--- config.mk ---
export PLATFORM = sky130hd
export DESIGN_NAME = gated_shift_reg
export DESIGN_NICKNAME = d
export VERILOG_FILES = /design/src/rtl/gsr_pkg.sv /design/src/rtl/gsr_clr_sync.sv /design/src/rtl/gsr_chain.sv /design/src/rtl/gsr_out_gate.sv /design/src/rtl/gated_shift_reg.sv
export SDC_FILE = /design/constraint.sdc
export NUM_CORES = 1
export LEC_CHECK = 0
export ABC_AREA = 1
export BUFFER_PORTS_ARGS = -buffer_cell sky130_fd_sc_hd__clkbuf_2
export CAP_MARGIN = 10
export CORE_AREA = 5 5 42 44
export CTS_BUF_LIST = sky130_fd_sc_hd__clkbuf_2
export DETAILED_ROUTE_END_ITERATION = 10
export DIE_AREA = 0 0 47 49
export PLACE_DENSITY = 0.58
export SLEW_MARGIN = 20
export SYNTH_ARGS = -nofsm -noshare
export SYNTH_HDL_FRONTEND = slang
export SYNTH_HIERARCHICAL = 1
export SYNTH_SLANG_ARGS = --single-unit
--- constraint.sdc ---
create_clock -name clk_i -period 1.3 [get_ports clk_i]
set_clock_uncertainty 0.1 [all_clocks]
set_input_delay 0.325 -clock clk_i [delete_from_list [all_inputs] [get_ports clk_i]]
set_output_delay 0.325 -clock clk_i [all_outputs]
set_load 0.01 [all_outputs]
--- src/rtl/gsr_pkg.sv ---
package gsr_pkg;
  parameter int unsigned GSR_DEF_WIDTH = 8;
  parameter int unsigned GSR_DEF_SYNC  = 2;
endpackage

--- src/rtl/gsr_clr_sync.sv ---
module gsr_clr_sync #(
  parameter int unsigned STAGES = gsr_pkg::GSR_DEF_SYNC
) (
  input  logic clk_i,
  input  logic rst_ni,
  output logic clr_no
);
  logic [STAGES-1:0] sync_q;

  // assert at once, release after STAGES edges
  always_ff @(posedge clk_i or negedge rst_ni) begin
    if (!rst_ni) sync_q <= '0;
    else         sync_q <= {sync_q[STAGES-2:0], 1'b1};
  end

  assign clr_no = sync_q[STAGES-1];
endmodule

--- src/rtl/gsr_chain.sv ---
module gsr_chain #(
  parameter int unsigned WIDTH = gsr_pkg::GSR_DEF_WIDTH
) (
  input  logic             clk_i,
  input  logic             clr_ni,
  input  logic             din_i,
  output logic [WIDTH-1:0] stage_o
);
  for (genvar i = 0; i < WIDTH; i++) begin : g_stage
    logic d;
    if (i == 0) begin : g_head
      assign d = din_i;
    end else begin : g_body
      assign d = stage_o[i-1];
    end
    always_ff @(posedge clk_i or negedge clr_ni) begin
      if (!clr_ni) stage_o[i] <= 1'b0;
      else         stage_o[i] <= d;
    end
  end
endmodule

--- src/rtl/gsr_out_gate.sv ---
module gsr_out_gate #(
  parameter int unsigned WIDTH       = gsr_pkg::GSR_DEF_WIDTH,
  parameter bit          HAS_SER_OUT = 1'b1
) (
  input  logic             en_i,
  input  logic [WIDTH-1:0] stage_i,
  output logic [WIDTH-1:0] par_o,
  output logic             ser_o
);
  assign par_o = stage_i & {WIDTH{en_i}};

  if (HAS_SER_OUT) begin : g_ser
    assign ser_o = stage_i[WIDTH-1];
  end else begin : g_no_ser
    assign ser_o = 1'b0;
  end
endmodule

--- src/rtl/gated_shift_reg.sv ---
module gated_shift_reg #(
  parameter int unsigned WIDTH       = gsr_pkg::GSR_DEF_WIDTH,
  parameter int unsigned SYNC_STAGES = gsr_pkg::GSR_DEF_SYNC,
  parameter bit          HAS_SER_OUT = 1'b1
) (
  input  logic             clk_i,
  input  logic             rst_ni,
  input  logic             ser_a_i,
  input  logic             ser_b_i,
  input  logic             out_en_i,
  output logic [WIDTH-1:0] par_o,
  output logic             ser_o
);
  logic             clr_n;
  logic             entry_bit;
  logic [WIDTH-1:0] stage_q;

  assign entry_bit = ser_a_i & ser_b_i;

  gsr_clr_sync #(.STAGES(SYNC_STAGES)) u_clr (
    .clk_i  (clk_i),
    .rst_ni (rst_ni),
    .clr_no (clr_n)
  );

  gsr_chain #(.WIDTH(WIDTH)) u_chain (
    .clk_i   (clk_i),
    .clr_ni  (clr_n),
    .din_i   (entry_bit),
    .stage_o (stage_q)
  );

  gsr_out_gate #(.WIDTH(WIDTH), .HAS_SER_OUT(HAS_SER_OUT)) u_gate (
    .en_i    (out_en_i),
    .stage_i (stage_q),
    .par_o   (par_o),
    .ser_o   (ser_o)
  );
endmodule

# Word level (Yosys, flattened, before mapping)
# Cells that the tools add are included.
# classes
bitwise,2
# op_table
cell,n
$and 8x8->8,1
$and 1x1->1,1
# totals
output_inout_bits,9
wordCells,11
reg_bits,10

# Logic depth before layout (Yosys ltp)
# depth
depth_word,1
depth_mapped,3
depth_no_buf,2

# Modules after synthesis
# Netlist, hierarchy kept.
# modules_own_cells
module,seq_area_each_um2,n_inst,cells_per_inst,area_per_inst_um2
gsr_chain,200.2,1,15,252.7
gsr_out_gate,0.0,1,18,72.6
gsr_clr_sync,50.0,1,3,53.8
gated_shift_reg,0.0,1,2,7.5

# Worst setup path after synthesis
# OpenSTA, ideal clock, no wires.
# synth_path
path_type,input to output
start,in out_en_i
end,out par_o[0]
arrival_time_ns,0.598
stages,3
required_time_ns,0.875
setup_slack_ns,0.277
cell_sequence,buf_2 > nand2_1 > inv_1
# synth_between
elab_chain_cells,1
# synth_lines
element,line,source
from (decl),gated_shift_reg.sv:10,"input logic out_en_i,"
$and 8x8->8,gsr_out_gate.sv:10,assign par_o = stage_i & {WIDTH{en_i}};
to (decl),gated_shift_reg.sv:11,"output logic [WIDTH-1:0] par_o,"
# Every way passes these cells.

# Worst setup path after layout
# layout_path
start,"reg u_chain.stage_o[1], in the netlist u_chain/g_stage[2].d"
end,out par_o[1]
# layout_between
elab_chain_cells,1
# layout_lines
element,line,source
from (decl),gsr_chain.sv:7,output logic [WIDTH-1:0] stage_o
"from (signal, indexed assignment)",gsr_chain.sv:17,if (!clr_ni) stage_o[i] <= 1'b0;
"from (signal, indexed assignment)",gsr_chain.sv:18,else stage_o[i] <= d;
$and 8x8->8,gsr_out_gate.sv:10,
# Every way passes these cells.

==> impl_metrics.csv <==
group,metric,value,unit
worst_setup_path,worstSetupEndpointType,"output port",
worst_setup_path,cpPeakStageDelay,390,ps
logic_synthesis,synth_top_area_share,64.7,%
worst_setup_path,critPathKind,"register to output port",
power,leakage,0.316,nW
grt,grt_pass1_wl,966,µm
worst_setup_path,setup.worst_path.start_class,"register",
route,route.detailed.drc,0,
floorplanning,rows,14,
logic_synthesis,yosys.area.top_type,"dfrtp_1",
worst_setup_path,timing.rr.start,"u_chain/g_stage[2].d$_DFF_PN0_",
worst_setup_path,r2r_end,"u_chain/g_stage[3].d$_DFF_PN0_",
worst_setup_path,cp.arrival,860,ps
place,globalplace.congestion,0.632,
cts,cts_root_buffer,"clkbuf_2",
logic_synthesis,syn-cell-area,387,µm²
timing,maxSlewViolCount,0,
place,place_inst,58,
route,dr_total_vias,237,
logic_synthesis,synth_area_leaders,"dfrtp_1 65%, buf_4 16%, inv_1 8.7%",
logic_synthesis,syn-num-nets,43,
cts,clock-sinks,10,
place,io_buffers,13,
timing,worst_slack,13.8,ps
timing,finalHoldViolCount,0,
layout,stdcell_area,470,µm²
power,power.density,1180,mW/mm²
route,avgRoutedWirePerCell,8.53,µm
logic_synthesis,syn_inst,38,
logic_synthesis,synth.avg_cell_area,10.2,µm²
worst_setup_path,reg2reg_slack,580,ps
worst_setup_path,slowest_stage,"dfrtp_1",
worst_setup_path,worstPathMaxFanout,2,
route,dr.pass1.iters,3,
timing,worst_hold_slack,30.2,ps
floorplanning,die_h,49,µm
run,maxCapViolations,0,
layout,antennaDiodeCount,0,
grt,grt_overflow,0,
timing,rsz0062_at_grt,"yes",
route,drt_iter0_markers,3,
logic_synthesis,yosysSeqAreaShare,64.7,%
worst_hold_path,hp-class,"register to asynchronous set/reset pin",
place,hpwlAfterDp,448,µm
timing,finalCritPeriodShare,98.9,%
floorplanning,io_pins,14,
place,place_ws,136,ps
route,vias_per_cell,3.59,
worst_setup_path,critPathLaunch,"u_chain/g_stage[2].d$_DFF_PN0_",
worst_setup_path,worstPathCellList,"nand2_1, inv_1, buf_6",
cts,cts_tree,"yes",
worst_setup_path,rr_worst_depth,1,
timing,setup_violations,0,
grt,grt_max_degree,9,
logic_synthesis,ys_warn_count,6,
floorplanning,core_area,0.00140,mm²
grt,grt_antenna_before_repair,0,
cts,htree_levels,1,
layout,area.growth.synth_to_final,21.7,%
layout,drive_above_1_share,38.0,%
floorplanning,start_util,27.6,%
worst_setup_path,setup.worst_path.end,"par_o[1]",
logic_synthesis,yosys_register_bits,10,
timing,fmax,0.778,GHz
place,placed_area,407,µm²
cts,clk_path_buf_depth,2,
layout,final_cell_count_no_fill,66,
cts,insertion_delay,240,ps
cts,cts_inserted_buffers,3,
floorplanning,die-width,47,µm
power,ir_drop,0.432,mV
grt,grt_pass1_vias,204,
cts,clk_pin_slew_worst_paths,90,ps
route,ant_nets,0,
grt,grt_use_total,6.44,%
timing,period_minus_slack,1290,ps
logic_synthesis,post_synth_num_cell_types,6,
status,status,"finished, final reports clean",
route,routed_wl,563,µm
layout,fin_nets,56,
worst_setup_path,cp.required,880,ps
floorplanning,die_area,0.00230,mm²
Yosys cell counts (all sizes together):
library cell / n
dfrtp: 10
buf: 9
inv: 9
nand2: 9
conb: 1
final cells by class:
cell class | instances | area [µm²]
timing repair buffer | 17 | 110
fill | 160 | 931
tap | 16 | 20.0
clock buffer | 3 | 15.0
sequential | 10 | 250
multi-input combinational | 10 | 37.5
clock inverter | 1 | 3.75
inverter | 9 | 33.8
cell families (layout without fill, tap and decap cells):
kind of cell  count (synthesis)  in the layout  synth area share, %
simple gates                  9              9                 8.74
buf+inv                      18             30                 25.6
flops                        10             10                 64.7
other cells                   1              1                0.970
worst min path at each step:
| stage | end | slack, ps | start | cells past startpoint |
|---|---|---|---|---|
| 6_report | u_chain/g_stage[5].d$_DFF_PN0_ | 30 | u_clr/sync_q[1]$_DFF_PN0_ | 0 |
| 2_1_floorplan | u_clr/sync_q[0]$_DFF_PN0_ | -70 | rst_ni | 0 |
| 4_1_cts | u_chain/g_stage[6].d$_DFF_PN0_ | 40 | u_clr/sync_q[1]$_DFF_PN0_ | 0 |
| 5_1_grt | u_chain/g_stage[6].d$_DFF_PN0_ | 70 | u_clr/sync_q[1]$_DFF_PN0_ | 0 |
| 3_5_place_dp | u_clr/sync_q[0]$_DFF_PN0_ | 10 | rst_ni | 1 |
| 3_3_place_gp | u_clr/sync_q[0]$_DFF_PN0_ | 10 | rst_ni | 1 |
routing by layer:
metal  part of all wire [%]  vias to the layer above  track usage (%)
met5                      0                        -                0
met4                      0                        0             5.53
met3                     10                        0             3.32
met2                     46                       11             7.01
met1                     44                      105             8.78
li1                       -                      121                -
stage by stage:
step | TNS (ps) | total power [mW] | utilization (%)
after floorplan | 0 | 0.377 | -
after global placement | 0 | 0.379 | 29.0
after detailed placement | 0 | 0.381 | 29.0
after CTS | -2.65 | 0.563 | 32.7
after global routing | -317 | 0.587 | 33.6
final | 0 | 0.553 | 33.6
what timing repair did:
item	CTS	global route
resized for setup	0	4
hold buffers	1	0
cloned	0	0
setup buffers	3	0
endpoints found under the setup margin	4	8
endpoints found under the hold margin	2	0
cells in the final DEF (no fill, tap or decap):
cell type      instances
buf_4                  3
buf_6                  2
clkbuf_2              14
clkinv_1               1
conb_1                 1
dfrtp_1               10
dlygate4sd3_1          1
inv_1                  9
nand2_1                9
critical path, delay by kind of cell, from the launching register on:
kind,cells,cell delay [ps]
flops,1,390
buf+inv,2,160
simple gates,1,70
power by group:
part	switching [mW]	internal (mW)
logic	0.0227	0.0256
clock network	0.101	0.0669
registers	0.0108	0.327
sequential cells by signal, summed over array words and instances, names as in the netlist:
signal,count
u_chain/stage_o,1
u_clr/sync_q,2
u_chain/g_stage.d,7
Note: power is estimated with default switching activity, not from simulation.
